===== config.mk =====
export PLATFORM = sky130hd
export DESIGN_NAME = gate_fault_ctrl
export DESIGN_NICKNAME = d
export VERILOG_FILES = /design/src/rtl/gfc_pkg.sv /design/src/rtl/gfc_sc_filter.sv /design/src/rtl/gfc_fault_timer.sv /design/src/rtl/gfc_gate_arm.sv /design/src/rtl/gate_fault_ctrl.sv
export SDC_FILE = /design/constraint.sdc
export NUM_CORES = 1
export LEC_CHECK = 0
export ABC_AREA = 1
export CAP_MARGIN = 20
export CORE_MARGIN = 8
export CORE_UTILIZATION = 47
export CTS_CLUSTER_SIZE = 16
export DETAILED_ROUTE_END_ITERATION = 16
export HOLD_SLACK_MARGIN = 0.03
export PLACE_DENSITY_LB_ADDON = 0.25
export REMOVE_ABC_BUFFERS = 1
export SYNTH_ARGS = -nofsm -noshare
export SYNTH_HDL_FRONTEND = slang
export SYNTH_SLANG_ARGS = --single-unit
export TNS_END_PERCENT = 10

===== constraint.sdc =====
create_clock -name clk -period 1.5 [get_ports clk]
set_input_delay 0.15 -clock clk [delete_from_list [all_inputs] [get_ports clk]]
set_output_delay 0.15 -clock clk [all_outputs]
set_load 0.1 [all_outputs]

===== src/rtl/gfc_pkg.sv =====
package gfc_pkg;

    typedef enum logic [1:0] {
        ST_UVLO     = 2'd0,
        ST_RUN      = 2'd1,
        ST_SC_FAULT = 2'd2
    } ctl_state_e;

endpackage


===== src/rtl/gfc_sc_filter.sv =====
// Counts consecutive high samples of the short-circuit comparator.
module gfc_sc_filter #(
    parameter int FILT = 4
) (
    input  logic clk,
    input  logic rst_n,
    input  logic en,
    input  logic sense,
    output logic trip
);
    localparam int CW = (FILT > 1) ? $clog2(FILT + 1) : 1;
    localparam logic [CW-1:0] LIM = CW'(FILT - 1);

    logic [CW-1:0] cnt_q;
    logic          at_lim;

    always_comb begin
        at_lim = (cnt_q == LIM);
        trip   = en & sense & at_lim;
    end

    always_ff @(posedge clk or negedge rst_n) begin
        if (!rst_n) begin
            cnt_q <= '0;
        end else if (en && sense) begin
            cnt_q <= at_lim ? cnt_q : cnt_q + 1'b1;
        end else begin
            cnt_q <= '0;
        end
    end
endmodule


===== src/rtl/gfc_fault_timer.sv =====
// Down-counter that sets the length of the fault pulse.
module gfc_fault_timer #(
    parameter int W = 16
) (
    input  logic         clk,
    input  logic         rst_n,
    input  logic         load,
    input  logic [W-1:0] len,
    output logic         expired
);
    logic [W-1:0] cnt_q;

    always_comb begin
        expired = (cnt_q <= W'(1));
    end

    always_ff @(posedge clk or negedge rst_n) begin
        if (!rst_n) begin
            cnt_q <= '0;
        end else if (load) begin
            cnt_q <= len;
        end else if (!expired) begin
            cnt_q <= cnt_q - 1'b1;
        end
    end
endmodule


===== src/rtl/gfc_gate_arm.sv =====
// One arming flag per gate: set on a rising request edge, cleared on any state change.
module gfc_gate_arm #(
    parameter int N = 6
) (
    input  logic         clk,
    input  logic         rst_n,
    input  logic         keep,
    input  logic [N-1:0] req,
    output logic [N-1:0] arm_nx
);
    logic [N-1:0] req_q;
    logic [N-1:0] armed_q;

    for (genvar g = 0; g < N; g++) begin : g_ch
        logic rise;
        always_comb begin
            rise      = req[g] & ~req_q[g];
            arm_nx[g] = keep & (armed_q[g] | rise);
        end
        always_ff @(posedge clk or negedge rst_n) begin
            if (!rst_n) begin
                req_q[g]   <= 1'b1;
                armed_q[g] <= 1'b0;
            end else begin
                req_q[g]   <= req[g];
                armed_q[g] <= arm_nx[g];
            end
        end
    end
endmodule


===== src/rtl/gate_fault_ctrl.sv =====
module gate_fault_ctrl
    import gfc_pkg::*;
#(
    parameter int PHASES  = 3,
    parameter int SC_FILT = 4,
    parameter int LEN_W   = 16
) (
    input  logic                  clk,
    input  logic                  rst_n,
    input  logic [2*PHASES-1:0]   pwm_in,
    input  logic                  sc_sense,
    input  logic                  ls_uv,
    input  logic [PHASES-1:0]     hs_uv,
    input  logic [LEN_W-1:0]      fault_len,
    output logic [2*PHASES-1:0]   gate_out,
    output logic                  fault_n
);
    localparam int NG = 2 * PHASES;

    ctl_state_e    state_q, state_nx;
    logic          sc_trip, tmr_expired, tmr_load, arm_keep;
    logic [NG-1:0] arm_nx, hs_ok, gate_nx;

    gfc_sc_filter #(.FILT(SC_FILT)) i_filt (
        .clk   (clk),
        .rst_n (rst_n),
        .en    (state_q == ST_RUN),
        .sense (sc_sense),
        .trip  (sc_trip)
    );

    gfc_fault_timer #(.W(LEN_W)) i_tmr (
        .clk     (clk),
        .rst_n   (rst_n),
        .load    (tmr_load),
        .len     (fault_len),
        .expired (tmr_expired)
    );

    gfc_gate_arm #(.N(NG)) i_arm (
        .clk    (clk),
        .rst_n  (rst_n),
        .keep   (arm_keep),
        .req    (pwm_in),
        .arm_nx (arm_nx)
    );

    // High-side gates are masked by their own supply flag; low-side gates never are.
    for (genvar p = 0; p < PHASES; p++) begin : g_hs
        assign hs_ok[p]          = ~hs_uv[p];
        assign hs_ok[p + PHASES] = 1'b1;
    end

    // Next-state logic: uv-enter has priority over sc-trip and sc-expire.
    always_comb begin
        state_nx = state_q;
        unique case (state_q)
            ST_UVLO:     state_nx = ls_uv ? ST_UVLO : ST_RUN;
            ST_RUN: begin
                if (ls_uv)        state_nx = ST_UVLO;
                else if (sc_trip) state_nx = ST_SC_FAULT;
                else              state_nx = ST_RUN;
            end
            ST_SC_FAULT: begin
                if (ls_uv)            state_nx = ST_UVLO;
                else if (tmr_expired) state_nx = ST_RUN;
                else                  state_nx = ST_SC_FAULT;
            end
            default:     state_nx = ST_UVLO;
        endcase
        tmr_load = (state_q == ST_RUN) && (state_nx == ST_SC_FAULT);
        arm_keep = (state_q == ST_RUN) && (state_nx == ST_RUN);
        gate_nx  = (state_nx == ST_RUN) ? (arm_nx & pwm_in & hs_ok) : '0;
    end

    // State register
    always_ff @(posedge clk or negedge rst_n) begin
        if (!rst_n) state_q <= ST_UVLO;
        else        state_q <= state_nx;
    end

    // Output register
    always_ff @(posedge clk or negedge rst_n) begin
        if (!rst_n) begin
            gate_out <= '0;
            fault_n  <= 1'b0;
        end else begin
            gate_out <= gate_nx;
            fault_n  <= (state_nx == ST_RUN);
        end
    end
endmodule


# Yosys cells after proc, flatten, opt, wreduce, memory -nomap -nowiden
# Index checks and enable logic that the tools add are counted.
[word_totals]
wordCells = 73
regBits = 40
output_inout_bits = 7
inputBits = 29
[op_classes]
n_addsub = 2
n_bitwise = 31
reduce_logical = 4
n_eq_ne = 7
mux = 11
n_lt_le_gt_ge = 1
[op_table]
columns = ["cell", "n"]
rows = [
  ["2-to-1 mux 16 bit", 2],
  ["less-or-equal comparator 16 x 1 -> 1 bit, second input constant", 1],
  ["subtractor 16 x 1 -> 16 bit, second input constant", 1],
  ["AND 1 bit", 14],
  ["AND 6 bit", 2],
  ["inverter 1 bit", 9],
  ["2-to-1 mux 2 bit", 4],
  ["2-to-1 mux 3 bit", 2],
  ["2-to-1 mux 6 bit", 1],
  ["bitwise OR 1 bit", 6],
  ["one-hot mux 2 bit (3 select lines)", 1],
  ["== test 2 x 1 -> 1 bit, second input constant", 2],
  ["== test 2 bit, second input constant", 2],
  ["adder 3 x 1 -> 3 bit, second input constant", 1],
  ["== test 3 x 2 -> 1 bit, second input constant", 1],
  ["logical AND 1 bit", 3],
  ["logical NOT 2 bit", 1],
  ["!= test 2 x 1 -> 1 bit, second input constant", 1],
  ["!= test 2 bit, second input constant", 1],
  ["2-to-1 mux 1 bit", 1],
]

# Depth between registers and ports, before layout
[depth]
ltp_word = 12
mapped_depth = 10
depth_no_buf = 9

# By module
# From an unflattened synthesis, not the netlist that was laid out.
[unflattened]
cells_unflattened = 273
hier_area_um2 = 2184.6
[modules_own_cells]
columns = ["mod", "area_each_um2", "instances", "seq_area_each_um2", "cells_each"]
rows = [
  ["gfc_fault_timer", 1207.4, 1, 400.4, 174],
  ["gfc_gate_arm", 409.1, 1, 307.8, 37],
  ["gate_fault_ctrl", 402.9, 1, 225.2, 40],
  ["gfc_sc_filter", 165.2, 1, 75.1, 22],
]

# Worst setup path after synthesis
# No wires, ideal clock.
[synth_path]
path_type = "register -> register"
startpoint = "register i_filt.cnt_q[0]"
endpoint = "register gate_out[0]"
n_path_buf = 0
synth_period_minus_slack_ns = 1.530
t_required_ns = 1.414
path_slack_ns = -0.030
setup_ns = 0.086
arrival_time_ns = 1.444
path_stages_with_launch = 7
cell_sequence = "dfrtp_1 ha_1 ha_1 nand4_2 nand3_2 or2_1 nor3_1"
[synth_between]
elab_chain_cells = 11
[synth_lines]
columns = ["element", "line", "rtl"]
rows = [
  ["start, declared", "gfc_sc_filter.sv:14", "logic [CW-1:0] cnt_q;"],
  ["start signal, assigned", "gfc_sc_filter.sv:26", "cnt_q <= at_lim ? cnt_q : cnt_q + 1'b1;"],
  ["== test 3 x 2 -> 1 bit *", "gfc_sc_filter.sv:18", "at_lim = (cnt_q == LIM);"],
  ["AND 1 bit *", "gfc_sc_filter.sv:19", "trip = en & sense & at_lim;"],
  ["2-to-1 mux 2 bit *", "gate_fault_ctrl.sv:61", "else if (sc_trip) state_nx = ST_SC_FAULT;"],
  ["2-to-1 mux 2 bit *", "gate_fault_ctrl.sv:60", "if (ls_uv) state_nx = ST_UVLO;"],
  ["one-hot mux 2 bit (3 select lines) *", "gate_fault_ctrl.sv:57", "unique case (state_q)"],
  ["== test 2 x 1 -> 1 bit *", "gate_fault_ctrl.sv:72, gate_fault_ctrl.sv:73", ""],
  ["logical AND 1 bit", "gate_fault_ctrl.sv:72", "arm_keep = (state_q == ST_RUN) && (state_nx == ST_RUN);"],
  ["AND 1 bit", "gfc_gate_arm.sv:18", "arm_nx[g] = keep & (armed_q[g] | rise);"],
  ["AND 6 bit (2 in series)", "gate_fault_ctrl.sv:73", "gate_nx = (state_nx == ST_RUN) ? (arm_nx & pwm_in & hs_ok) : '0;"],
  ["2-to-1 mux 6 bit *", "gate_fault_ctrl.sv:73", ""],
  ["named net gate_nx[0]", "gate_fault_ctrl.sv:22", "logic [NG-1:0] arm_nx, hs_ok, gate_nx;"],
  ["end signal, assigned", "gate_fault_ctrl.sv:88", "gate_out <= gate_nx;"],
  ["end, declared", "gate_fault_ctrl.sv:15", "output logic [2*PHASES-1:0] gate_out,"],
]
# Mark *: on every way through the listed nets, which the timed path passes. The rest lies on a longest branch.
# A chain may end at the register's enable or synchronous reset.

# Worst setup path after layout
[layout_path]
startpoint = "register i_tmr.cnt_q[0]"
endpoint = "register i_tmr.cnt_q[13]"
[layout_between]
elab_chain_cells = 7
elab_cells_between_ends = 10
classes_between = "add/sub: 1; order compare: 1; eq/ne: 2; mux: 5; reduce/logical: 1"
[layout_lines]
columns = ["element", "line", "rtl"]
rows = [
  ["start, declared", "gfc_fault_timer.sv:11", "logic [W-1:0] cnt_q;"],
  ["start signal, assigned", "gfc_fault_timer.sv:21", "cnt_q <= len;"],
  ["start signal, assigned", "gfc_fault_timer.sv:23", "cnt_q <= cnt_q - 1'b1;"],
  ["less-or-equal comparator 16 x 1 -> 1 bit", "gfc_fault_timer.sv:14", "expired = (cnt_q <= W'(1));"],
  ["2-to-1 mux 2 bit", "gate_fault_ctrl.sv:66", "else if (tmr_expired) state_nx = ST_RUN;"],
  ["2-to-1 mux 2 bit", "gate_fault_ctrl.sv:65", "if (ls_uv) state_nx = ST_UVLO;"],
  ["one-hot mux 2 bit (3 select lines)", "gate_fault_ctrl.sv:57", ""],
  ["== test 2 bit", "gate_fault_ctrl.sv:71", "tmr_load = (state_q == ST_RUN) && (state_nx == ST_SC_FAULT);"],
  ["logical AND 1 bit", "gate_fault_ctrl.sv:71", ""],
  ["!= test 2 x 1 -> 1 bit (no line) / 2-to-1 mux 16 bit (equally long branches)", "--", ""],
]
# Parallel ways exist; a longest one is shown, timed or not. The select of a mux whose other input is x is not followed.

==> flow_metrics.env <==
export IMPL_fin_nets=350
export IMPL_io_pins=36
export IMPL_gp_congestion=0.883
export IMPL_final_cell_mix="nand2_1 (79), nor2_1 (44), dfrtp_1 (33)"
export IMPL_rsz0062_at_grt="true"
export IMPL_grt_pass1_wl_mm=7.56
export IMPL_power_clock_fraction_pct=22.7
export IMPL_drv_slew=0
export IMPL_synth_cells=257
export IMPL_crit_slowest_cell="dfrtp_2"
export IMPL_finalCritPeriodShare_pct=98.4
export IMPL_critPathBufInv=3
export IMPL_status="finished clean"
export IMPL_startpoint_type="flop"
export IMPL_fp_dieH_um=81.3
export IMPL_core_area_sq_um=4060
export IMPL_cp_arrival_ps=1670
export IMPL_dr_pass1_iters=4
export IMPL_synth_area_sq_um=2000
export IMPL_ys_warn_count=0
export IMPL_fin_ws_ps=23.3
export IMPL_htreeDepth=2
export IMPL_holdWs_ps=270
export IMPL_clkLatencyLatePin_ps=300
export IMPL_finalClockSkew_ps=7.01
export IMPL_fmax_mhz=677
export IMPL_ys_ff_latch=40
export IMPL_rrSetupSlack_ps=20
export IMPL_pre_cts_slack_ps=-77.1
export IMPL_crit_top_cell="nand2_1"
export IMPL_worstPathCellList="inv_2 > ha_4 > inv_1 > nand2_1 > nand2_1 > nor2_2 > a21oi_2 > buf_12 > nand3_1 > nand2_1"
export IMPL_initial_core_util_pct=49.3
export IMPL_syn2layout_area_growth_pct=43.1
export IMPL_min_path_type="in2reg"
export IMPL_wirelength_mm=4.53
export IMPL_p_seq_share_pct=39.5
export IMPL_final_common_cell="nand2_1"
export IMPL_cts_root_buf="clkbuf_8"
export IMPL_required_ps=1690
export IMPL_crit_path_max_fanout=12
export IMPL_critical_path_top_delay_family="flip-flops"
export IMPL_p_per_area_nw_per_um2=1400
export IMPL_avgRoutedWirePerCell_um=12.3
export IMPL_grt_ovfl_total=0
export IMPL_p_leak_nw=1.41
export IMPL_final_hold_viol_count=0
export IMPL_tritoncts="built"
export IMPL_synth_distinct_cells=25
export IMPL_switching_power_mw=1.52
export IMPL_vias_per_cell=4.77
export IMPL_sw_frac_of_total_pct=38.0
export IMPL_rows=23
export IMPL_cts_sinks=40
export IMPL_grt_pass1_vias=1733
export IMPL_ys_seq_area_share_pct=50.4
export IMPL_drt_initial_drc_count=113
export IMPL_antenna_found_initial=0
export IMPL_drtAntennaViolNets=0
export IMPL_grt_max_degree=21
export IMPL_avgSynthCellArea_sq_um=7.79
export IMPL_post_place_cells=353
export IMPL_numCtsBuffers=5
export IMPL_drv_cap=0
export IMPL_fin_cells=368
export IMPL_track_usage_pct=14.4
export IMPL_crit_path_end_kind="flop"
export IMPL_die_w_um=81.3
export IMPL_min_period_ps=1480
export IMPL_intPower_mw=2.48
export IMPL_die_area_sq_um=6600
export IMPL_critPathMaxStageDelay_ps=460
export IMPL_max_slew_margin_rel_pct=72.0
export IMPL_diodes=0
export IMPL_dpl_hpwl_mm=3.31
export IMPL_path_clk_slew_ps=80
export IMPL_io_buffers=35
export IMPL_pwr_share_comb_pct=37.8
export IMPL_drive_gt1_share_pct=23.0
export IMPL_clk_path_buf_depth=2
export IMPL_path_class="reg2reg"
export IMPL_worst_slew_pin_slew_ps=421
export IMPL_peakVddDrop_v=0.000693
export IMPL_setup_viol=0
export IMPL_num_vias=1755
export IMPL_drc=0
[metal layers]
layer	vias up	track usage (%)	part of all wire [%]
met4	0	4.29	1.1
met1	807	18.6	46
met2	37	22.8	48
li1	906	-	-
met5	-	0	0
met3	5	4.19	4.7
[flip-flops by register name, summed over array words and instances, names as in the netlist]
register,count
fault_n,1
gate_out,6
i_arm.armed_q,6
i_arm.req_q,6
i_filt.cnt_q,3
i_tmr.cnt_q,16
state_q,2
[power groups by stage]
stage	Clock [mW]	Combinational [mW]	Sequential [mW]
after floorplan	0	0.916	1.54
after CTS	0.927	1.30	1.57
after global routing	0.976	1.70	1.62
after global placement	0	1.25	1.58
after detailed placement	0	1.29	1.58
final	0.910	1.51	1.58
[path summary, 6_finish.rpt]
path | to | start | cells past startpoint
max reg2reg | i_tmr.cnt_q[13]$_DFFE_PN0P_ | i_tmr.cnt_q[0]$_DFFE_PN0P_ | 10
min | i_arm.req_q[2]$_DFF_PN1_ | pwm_in[2] | 1
max in group asynchronous | i_tmr.cnt_q[9]$_DFFE_PN0P_ | rst_n | 3
min in group asynchronous | i_arm.armed_q[4]$_DFF_PN0_ | rst_n | 2
min reg2reg | i_arm.armed_q[4]$_DFF_PN0_ | i_arm.armed_q[4]$_DFF_PN0_ | 2
max | i_tmr.cnt_q[13]$_DFFE_PN0P_ | i_tmr.cnt_q[0]$_DFFE_PN0P_ | 10
[cell usage after synthesis]
library cell | n | area share, %
nor2_1 | 48 | 9.0
nor3_1 | 6 | 1.5
inv_1 | 29 | 5.4
nand3b_1 | 2 | 0.75
inv_2 | 1 | 0.19
or2_1 | 3 | 0.94
xor2_1 | 5 | 2.2
nor2_4 | 1 | 0.56
nand3_2 | 1 | 0.50
ha_1 | 4 | 2.5
nand3_1 | 12 | 3.0
buf_2 | 2 | 0.50
a21oi_1 | 4 | 1.0
o21ai_1 | 3 | 0.75
dfrtp_1 | 34 | 43
dfstp_2 | 6 | 7.9
o211ai_1 | 1 | 0.38
nand4_2 | 1 | 0.62
nand2_1 | 84 | 16
nor3_2 | 1 | 0.50
buf_6 | 1 | 0.56
a21oi_2 | 1 | 0.44
nor2_2 | 3 | 0.94
nand4_1 | 1 | 0.31
xnor2_1 | 3 | 1.3
[cells by family (layout without fill, tap and decap cells)]
logic type | count (synthesis) | in the layout | share of synthesized area [%]
flip-flops | 40 | 40 | 50.4
AND/OR/NAND/NOR | 163 | 163 | 34.4
AO/OA/AOI/OAI | 9 | 9 | 2.56
XOR/XNOR | 8 | 8 | 3.50
adder cells (fa/ha/maj) | 4 | 4 | 2.50
buffers and inverters | 33 | 94 | 6.69
[final cells by class]
class / instances / area (sq um)
Timing Repair Buffer: 56 / 596
Fill cell: 311 / 1190
Clock buffer: 5 / 68.8
Multi-Input combinational cell: 184 / 970
Sequential cell: 40 / 1010
Inverter: 30 / 113
Tap cell: 50 / 62.6
Clock inverter: 3 / 46.3
[stage by stage]
stage	power [mW]	area [sq um]	TNS, ps	utilization (%)
after global routing	4.30	2870	-406	70.6
after detailed placement	2.87	2580	-173	63.5
final	4.00	2870	0	70.6
after floorplan	2.46	1980	-2050	-
after CTS	3.79	2760	0	68.0
after global placement	2.83	2580	-3.01	63.5
[repair_timing]
item | CTS | global route
setup endpoints to repair | 11 | 21
pin swaps | 3 | 4
hold endpoints to repair | 12 | 0
hold buffers | 1 | 0
resized for setup | 6 | 24
buffers inserted | 3 | 3
(Power assumes the default switching activity.)
